File: config.mk
export PLATFORM = sky130hd
export DESIGN_NAME = mawdt_top
export DESIGN_NICKNAME = d
export VERILOG_FILES = /design/src/rtl/mawdt_pkg.sv /design/src/rtl/mawdt_clear_ctl.sv /design/src/rtl/mawdt_base_ctr.sv /design/src/rtl/mawdt_postscaler.sv /design/src/rtl/mawdt_action.sv /design/src/rtl/mawdt_top.sv
export SDC_FILE = /design/constraint.sdc
export NUM_CORES = 1
export LEC_CHECK = 0
export BUFFER_PORTS_ARGS = -buffer_cell sky130_fd_sc_hd__buf_2
export CAP_MARGIN = 15
export CORE_MARGIN = 4
export CORE_UTILIZATION = 50
export DETAILED_ROUTE_END_ITERATION = 8
export HOLD_SLACK_MARGIN = 0.15
export PLACE_DENSITY_LB_ADDON = 0.3
export SLEW_MARGIN = 30
export SYNTH_ARGS = -nofsm -noshare
export SYNTH_HDL_FRONTEND = slang
export SYNTH_SLANG_ARGS = --single-unit
File: constraint.sdc
create_clock -name clk -period 4 [get_ports clk]
set_clock_uncertainty 0.2 [all_clocks]
set_input_delay 0.2 -clock clk [delete_from_list [all_inputs] [get_ports clk]]
set_output_delay 0.2 -clock clk [all_outputs]
set_load 0.05 [all_outputs]
File: src/rtl/mawdt_pkg.sv
package mawdt_pkg;

    typedef enum logic [1:0] {
        PM_RUN      = 2'b00,
        PM_IDLE     = 2'b01,
        PM_SLEEP    = 2'b10,
        PM_IDLE_ALT = 2'b11
    } pwr_mode_e;

    typedef struct packed {
        logic sw;
        logic slp;
        logic clk_loss;
        logic osc;
    } clr_src_t;

    typedef struct packed {
        logic wake;
        logic reset;
    } wd_action_t;

    function automatic logic core_executing(pwr_mode_e m);
        return (m == PM_RUN);
    endfunction

    function automatic logic [31:0] ps_terminal(logic [7:0] sel);
        return (32'd1 << sel) - 32'd1;
    endfunction

    function automatic logic any_clear(clr_src_t s);
        return |s;
    endfunction

endpackage

File: src/rtl/mawdt_clear_ctl.sv
module mawdt_clear_ctl
    import mawdt_pkg::*;
#(
    parameter int FSEL_W = 3
) (
    input  logic              sw_clr_i,
    input  logic              slp_clr_i,
    input  logic              clk_lost_i,
    input  logic              clk_mon_en_i,
    input  logic              osc_wr_i,
    input  logic [FSEL_W-1:0] osc_wdata_i,
    input  logic [FSEL_W-1:0] osc_cur_i,
    input  logic              intosc_sys_i,
    output clr_src_t          src_o,
    output logic              clear_o
);

    logic freq_differs;
    assign freq_differs = (osc_wdata_i != osc_cur_i);

    always_comb begin
        src_o.sw       = sw_clr_i;
        src_o.slp      = slp_clr_i;
        src_o.clk_loss = clk_lost_i & clk_mon_en_i;
        src_o.osc      = osc_wr_i & intosc_sys_i & freq_differs;
    end

    assign clear_o = any_clear(src_o);

endmodule

File: src/rtl/mawdt_base_ctr.sv
module mawdt_base_ctr #(
    parameter int BASE_W = 8
) (
    input  logic clk,
    input  logic rst,
    input  logic run_i,
    input  logic clear_i,
    output logic tick_o
);

    localparam logic [BASE_W-1:0] LAST = '1;

    logic [BASE_W-1:0] cnt_q;

    always_ff @(posedge clk) begin
        if (rst || !run_i || clear_i) begin
            cnt_q <= '0;
        end else begin
            cnt_q <= cnt_q + 1'b1;
        end
    end

    assign tick_o = run_i && !clear_i && (cnt_q == LAST);

    AST_BASE_HOLD: assert property (@(posedge clk) disable iff (rst)
        !run_i |=> (cnt_q == '0));
    AST_BASE_CLEAR: assert property (@(posedge clk) disable iff (rst)
        clear_i |=> (cnt_q == '0));

endmodule

File: src/rtl/mawdt_postscaler.sv
module mawdt_postscaler
    import mawdt_pkg::*;
#(
    parameter int SEL_W = 4
) (
    input  logic             clk,
    input  logic             rst,
    input  logic             run_i,
    input  logic             clear_i,
    input  logic             tick_i,
    input  logic [SEL_W-1:0] sel_i,
    output logic             expire_o
);

    localparam int PS_W = (1 << SEL_W) - 1;

    logic [PS_W-1:0] ps_q;
    logic [PS_W-1:0] term;

    assign term     = PS_W'(ps_terminal(8'(sel_i)));
    // Compare with >= so that lowering the ratio mid-count expires at once
    assign expire_o = tick_i && (ps_q >= term);

    always_ff @(posedge clk) begin
        if (rst || !run_i || clear_i) begin
            ps_q <= '0;
        end else if (expire_o) begin
            ps_q <= '0;
        end else if (tick_i) begin
            ps_q <= ps_q + 1'b1;
        end
    end

    AST_PS_RESTART: assert property (@(posedge clk) disable iff (rst)
        expire_o |=> (ps_q == '0));
    AST_PS_CLEAR: assert property (@(posedge clk) disable iff (rst)
        clear_i |=> (ps_q == '0));

endmodule

File: src/rtl/mawdt_action.sv
module mawdt_action
    import mawdt_pkg::*;
(
    input  logic       clk,
    input  logic       rst,
    input  logic       expire_i,
    input  pwr_mode_e  mode_i,
    output wd_action_t act_o
);

    wd_action_t act_q;

    always_ff @(posedge clk) begin
        if (rst) begin
            act_q <= '0;
        end else begin
            act_q.wake  <= expire_i && !core_executing(mode_i);
            act_q.reset <= expire_i &&  core_executing(mode_i);
        end
    end

    assign act_o = act_q;

    AST_ONE_ACTION: assert property (@(posedge clk) disable iff (rst)
        $onehot0(act_q));

endmodule

File: src/rtl/mawdt_top.sv
module mawdt_top
    import mawdt_pkg::*;
#(
    parameter int BASE_W = 8,
    parameter int SEL_W  = 4,
    parameter int FSEL_W = 3
) (
    input  logic              clk,
    input  logic              rst,
    input  logic              wdt_en,
    input  logic [SEL_W-1:0]  ps_sel,
    input  logic [1:0]        pwr_mode,
    input  logic              clr_wdt_i,
    input  logic              clr_sleep_i,
    input  logic              clk_lost_i,
    input  logic              clk_mon_en,
    input  logic              osc_wr_i,
    input  logic [FSEL_W-1:0] osc_wdata_i,
    input  logic [FSEL_W-1:0] osc_cur_i,
    input  logic              intosc_sys,
    output logic              wake_o,
    output logic              rst_req_o
);

    pwr_mode_e  mode_e;
    clr_src_t   clr_src;
    logic       clear_any;
    logic       base_tick;
    logic       expire;
    wd_action_t action;

    assign mode_e = pwr_mode_e'(pwr_mode);

    mawdt_clear_ctl #(.FSEL_W(FSEL_W)) u_clear (
        .sw_clr_i     (clr_wdt_i),
        .slp_clr_i    (clr_sleep_i),
        .clk_lost_i   (clk_lost_i),
        .clk_mon_en_i (clk_mon_en),
        .osc_wr_i     (osc_wr_i),
        .osc_wdata_i  (osc_wdata_i),
        .osc_cur_i    (osc_cur_i),
        .intosc_sys_i (intosc_sys),
        .src_o        (clr_src),
        .clear_o      (clear_any)
    );

    mawdt_base_ctr #(.BASE_W(BASE_W)) u_base (
        .clk     (clk),
        .rst     (rst),
        .run_i   (wdt_en),
        .clear_i (clear_any),
        .tick_o  (base_tick)
    );

    mawdt_postscaler #(.SEL_W(SEL_W)) u_ps (
        .clk      (clk),
        .rst      (rst),
        .run_i    (wdt_en),
        .clear_i  (clear_any),
        .tick_i   (base_tick),
        .sel_i    (ps_sel),
        .expire_o (expire)
    );

    mawdt_action u_act (
        .clk      (clk),
        .rst      (rst),
        .expire_i (expire),
        .mode_i   (mode_e),
        .act_o    (action)
    );

    assign wake_o    = action.wake;
    assign rst_req_o = action.reset;

    AST_CLEAR_WINS: assert property (@(posedge clk) disable iff (rst)
        clear_any |=> !(wake_o || rst_req_o));
    AST_DISABLED_QUIET: assert property (@(posedge clk) disable iff (rst)
        !wdt_en |=> !(wake_o || rst_req_o));
    AST_SINGLE_PULSE: assert property (@(posedge clk) disable iff (rst)
        (wake_o || rst_req_o) |=> !(wake_o || rst_req_o));
    AST_RESET_IN_RUN: assert property (@(posedge clk) disable iff (rst)
        rst_req_o |-> ($past(pwr_mode) == 2'b00));
    AST_WAKE_NOT_RUN: assert property (@(posedge clk) disable iff (rst)
        wake_o |-> ($past(pwr_mode) != 2'b00));

endmodule

=== After elaboration in Yosys (flattened, before gate mapping) ===
Index checks and enable logic that the tools add are counted.

* Bits in registers: 25
* Output and inout port bits: 2
* Word-level logic and storage cells: 27

* Add/sub/neg operators: 3
* Magnitude comparators: 1
* Eq/ne operators: 2
* Shift operators: 1
* Bitwise gates (word level): 3
* Reductions and logical operators: 13

{| class="wikitable"
|+ Operators by type and width
! operator !! number
|-
| $add 15x1->15 const B || 1
|-
| $ge 15x15->1 || 1
|-
| $shl 1x4->15 const A || 1
|-
| $sub 15x1->15 const B || 1
|-
| $add 8x1->8 const B || 1
|-
| $eq 8x8->1 const B || 1
|-
| $logic_and 1x1->1 || 5
|-
| $reduce_or 4->1 || 1
|-
| $and 1x1->1 || 3
|-
| $logic_not 1->1 || 3
|-
| $ne 3x3->1 || 1
|-
| $logic_not 2->1 || 1
|-
| $logic_or 1x1->1 || 2
|-
| $reduce_or 2->1 || 1
|}

=== Depth between registers and ports, before layout ===
* Word-level depth: 8
* Gate-level depth with buffers: 15
* Gate-level depth less buffers: 13

=== Cells and area by module ===
Synthesis repeated with hierarchy kept, for this count alone.

* Cell total of the unflattened synthesis: 198
* Area total of the unflattened synthesis: 1,705.4 um2

{| class="wikitable"
|+ Modules (own cells, without submodules)
! module !! times used !! cells each !! area an instance (um2) !! sequential area each (um2)
|-
| mawdt_postscaler || 1 || 146 || 1,232.4 || 300.3
|-
| mawdt_base_ctr || 1 || 37 || 336.6 || 160.2
|-
| mawdt_action || 1 || 6 || 71.3 || 40.0
|-
| mawdt_clear_ctl || 1 || 9 || 65.1 || 0.0
|}

=== Least setup slack after synthesis ===
OpenSTA, ideal clock, no wires.

* Kind: input port to flip-flop
* From: in ps_sel[1]
* To: reg u_ps.ps_q[14]
* Arrival time: 3,150 ps
* Data required time: 3,685 ps
* Setup slack: 535 ps
* Cell stages on the path: 14
* Path buffers: 2
* Path through: clkbuf_1 -> or2_2 -> or3_1 -> ha_1 -> or2_2 -> o21ai_0 -> a22o_1 -> a21oi_1 -> ha_1 -> nand2_1 -> or4_4 -> o211ai_4 -> buf_6 -> nor2_1

* Cells in the longest elaborated chain, start to end: 5

{| class="wikitable"
|+ RTL lines
! what !! RTL line !! RTL
|-
| start: declaration || mawdt_top.sv:11 || <nowiki>input logic [SEL_W-1:0] ps_sel,</nowiki>
|-
| $shl 1x4->15 || mawdt_pkg.sv:27 || <nowiki>return (32'd1 << sel) - 32'd1;</nowiki>
|-
| $sub 15x1->15 || mawdt_pkg.sv:27 ||
|-
| $ge 15x15->1 || mawdt_postscaler.sv:22 || <nowiki>assign expire_o = tick_i && (ps_q >= term);</nowiki>
|-
| $logic_and 1x1->1 || mawdt_postscaler.sv:22 ||
|-
| $reduce_or 2->1 (no source line) || - ||
|-
| end signal: assignment || mawdt_postscaler.sv:30 || <nowiki>ps_q <= ps_q + 1'b1;</nowiki>
|-
| end: declaration || mawdt_postscaler.sv:17 || <nowiki>logic [PS_W-1:0] ps_q;</nowiki>
|}

Every way passes these cells.
A chain may end at the register's enable or synchronous reset.

=== Worst setup path in the final report ===
* From: in ps_sel[1]
* To: reg u_act.act_q, in the netlist u_act.act_o[0]

* Cells in the longest elaborated chain, start to end: 5

{| class="wikitable"
|+ RTL lines
! what !! RTL line !! RTL
|-
| $shl 1x4->15 || mawdt_pkg.sv:27 ||
|-
| $sub 15x1->15 || mawdt_pkg.sv:27 ||
|-
| $ge 15x15->1 || mawdt_postscaler.sv:22 ||
|-
| $logic_and 1x1->1 || mawdt_postscaler.sv:22 ||
|-
| $logic_and 1x1->1 || mawdt_action.sv:18 || <nowiki>act_q.reset <= expire_i && core_executing(mode_i);</nowiki>
|-
| end: declaration || mawdt_action.sv:11 || <nowiki>wd_action_t act_q;</nowiki>
|}

Every way passes these cells.

==> metrics.md <==
| Metric | Value |
|---|---|
| Status | finished, final reports clean |
| Most frequent cells in the layout | nor2_1 (27), dfxtp_1 (25), buf_2 (22) |
| Leak pwr | 0.000696 uW |
| Final hold viol count | 0 |
| Combinational share of power | roughly an eighth |
| Yosys reg bits | 25 |
| Overflow after GRT | 0 |
| All-Layer GR Usage | 17.7% |
| Max clock buf depth | 2 |
| Syn nets | 239 |
| Switching power | 101 uW |
| Power density over cell area | 219 nW/um^2 |
| Max FO, Critical Path | 10 |
| Clock root buffer | clkbuf_4 |
| Clk_lat worst skew | 320 ps |
| DR pass1 iterations | 4 |
| Synth warnings | 0 |
| Crit. End Element | flop |
| Sum Neg Setup Slack | 0 ps |
| Antenna-violating nets left | 0 |
| Wire per inst | 13.1 um |
| Num Clock Sinks | 25 |
| Vias per cell | 5.65 |
| Seq/Total Area, Yosys | 29.6% |
| HPWL Detailed | around 2.7 mm |
| Relative slew slack | 66.7% |
| Max Cap Viol | 0 |
| Crit start category | primary input |
| Worst EP required | between 4000 and 5000 ps |
| Flop pwr share | 60.5% |
| Core footprint | between 3000 and 4000 um^2 |
| Vias in the first global route | 1,339 |
| Port-buffer cells | 22 |
| WP data arrival | 3750 ps |
| Cell internal pwr | between 300 and 400 uW |
| Layout Nets | 262 |
| Chip width | between 60 and 70 um |
| Layout Area Growth over Synthesis | 11.6% |
| RD Place Congestion | 0.854 |
| Sw Ratio | 24.5% |
| Flop2flop setup slack | 1190 ps |
| Final Cycle Share | between 90 and 100% |
| # rows | 20 |
| R2r startpoint | u_base.cnt_q[0] |
| Max Slew Vio Count | 0 |
| Post-synthesis cell count | 200 |
| Unrepaired setup endpoints after global routing | false |
| Mapped Avg Cell Area | 8.45 um^2 |
| Share of cells above drive strength 1 | 15.3% |
| I/O pin count | 23 |
| Iteration-0 DRC Markers | 54 |
| R2R depth | 7 |
| Max Clock Freq | 0.268 GHz |
| Clk slew on worst S/H paths | ~130 ps |
| Die area | 4370 um^2 |
| Leading cell type in the layout, fill and taps excluded | nor2_1 |
| Slew @ Worst Pin | 498 ps |
| Global-route wire length before repair | 6.13 mm |
| WS Path Type | in2reg |
| Clock share of power | 27.0% |
| Reg2reg end | u_act.act_o[0] |
| Num CTS Buffers | 3 |
| HP Start | u_base.cnt_q[0] |
| Initial antenna violation count | 0 |
| Yosys cell types | 36 |
| Netlist Area Pre-Place | 1690 um^2 |
| Fillers | 320 |
| Vias after detailed routing | 1,503 |
| Fin crit period | 3730 ps |
| Largest net degree at the start of global routing | 17 |
| Final setup violation count | 0 |
| Ant diodes | 0 |
| Hold path cells | 1 |
| Final Util | 59.8% |
| Initial cell density of the core | 53.6% |
| Worst VDD drop | 0.000175 V |
| CTS tree | done |
| WHS Endpoint | u_base.cnt_q[0] |
| Drt drc | 0 |
| Final WL | 3.49 mm |
| Max H-tree Level | 1 |
| Die height | 66.1 um |
| Worst Hold Class | reg2reg |
timing repair:
item,CTS,global route
setup endpoints to repair,0,1
buffers inserted,0,0
hold buffers,4,0
endpoints found under the hold margin,5,0
resized for setup,0,1
synthesized netlist by cell type:
| cell type | number | area [um^2] |
|---|---|---|
| inv_1 | 3 | 11.3 |
| o21ai_0 | 6 | 30.0 |
| and2_1 | 1 | 6.26 |
| o311a_1 | 1 | 10.0 |
| nand2b_1 | 1 | 6.26 |
| or4_4 | 1 | 11.3 |
| nand3_1 | 17 | 85.1 |
| a2bb2oi_1 | 1 | 8.76 |
| dfxtp_1 | 25 | 500 |
| a22o_1 | 1 | 8.76 |
| a32oi_1 | 1 | 8.76 |
| and4_1 | 3 | 26.3 |
| nor2_1 | 27 | 101 |
| o211ai_4 | 1 | 21.3 |
| a31oi_1 | 1 | 6.26 |
| and3_1 | 1 | 6.26 |
| o21a_1 | 1 | 7.51 |
| or2_2 | 2 | 12.5 |
| nor4_1 | 15 | 93.8 |
| nor3_1 | 3 | 15.0 |
| xor2_1 | 6 | 52.6 |
| buf_6 | 2 | 22.5 |
| mux2i_1 | 1 | 10.0 |
| a211oi_1 | 3 | 22.5 |
| or3_1 | 2 | 12.5 |
| and3_2 | 2 | 15.0 |
| nor4b_1 | 2 | 17.5 |
| nand3b_1 | 2 | 15.0 |
| xnor2_1 | 18 | 158 |
| ha_1 | 18 | 225 |
| a21o_1 | 2 | 15.0 |
| a21oi_1 | 7 | 35.0 |
| clkbuf_1 | 7 | 26.3 |
| nand4_1 | 7 | 43.8 |
| nand2_4 | 1 | 11.3 |
| nand2_1 | 8 | 30.0 |
kinds of logic (layout without fill, tap and decap cells):
logic type / after synthesis / in the layout / share of synthesized area, %
xor gates and xnor gates: 24 / 24 / 12.4
muxes: 1 / 1 / 0.593
DFF: 25 / 25 / 29.6
AOI/OAI and AO/OA: 25 / 25 / 10.3
buffers and inverters: 12 / 34 / 3.56
adders and majority gates: 18 / 18 / 13.3
and+or+nand+nor: 95 / 95 / 30.1
per-stage QoR:
stage	power, uW	area [um^2]	instances	worst slack, ps	hold WS, ps
2_1_floorplan	287	1690	200	535	77.2
5_1_grt	435	1890	266	51.2	340
6_report	413	1890	266	273	305
4_1_cts	415	1880	266	288	310
3_3_place_gp	303	1810	258	358	182
3_5_place_dp	304	1810	258	305	184
worst max-delay path, cell delays in order:
cell	delay, ps
buf_2	150
or2_2	340
or3_1	350
ha_1	270
or2_2	310
o21ai_0	160
a22o_1	150
a21oi_1	70
ha_1	310
a211oi_1	200
o21ai_0	120
a2bb2oi_1	280
o21a_1	230
nor4_2	50
dlygate4sd3_1	570
worst max-delay path by stage:
stage	from	to	slack [ps]
6_report	ps_sel[1]	u_act.act_o[0]	270
5_1_grt	ps_sel[1]	u_act.act_o[0]	50
4_1_cts	ps_sel[1]	u_act.act_o[0]	290
3_5_place_dp	ps_sel[1]	u_ps.ps_q[4]	300
3_3_place_gp	ps_sel[1]	u_ps.ps_q[14]	360
2_1_floorplan	ps_sel[1]	u_ps.ps_q[14]	540
metal layers:
layer | global-route usage, % | vias to the layer above | wire, um
met5 | 0 | - | 0
met1 | 24.8 | 704 | 1730
met3 | 3.06 | 2 | 119
met2 | 28.3 | 20 | 1620
met4 | 3.81 | 0 | 19
li1 | - | 777 | -
power groups by stage:
| stage | logic, uW | clock network [uW] | registers (uW) |
|---|---|---|---|
| detailed placement | 48.9 | 0 | 255 |
| CTS | 51.4 | 114 | 250 |
| global placement | 48.3 | 0 | 255 |
| finish | 51.7 | 111 | 249 |
| floorplan | 31.7 | 0 | 255 |
| global route | 60.1 | 125 | 250 |
sequential cells by signal, indices dropped and copies added, names as in the netlist:
signal,cells
u_base.cnt_q,8
u_act.act_o,2
u_ps.ps_q,15
layout make-up:
class                   instances  area [um^2]  share of cell area, %
multi-input cells             163         1130                   60.2
flip-flops and latches         25          500                   26.5
inverters                       3         11.3                  0.597
repair buffers                 27          158                   8.36
clock buffers                   4         26.3                   1.39
well taps                      44         55.1                   2.92
No activity file was read; power rests on OpenSTA's default activity.
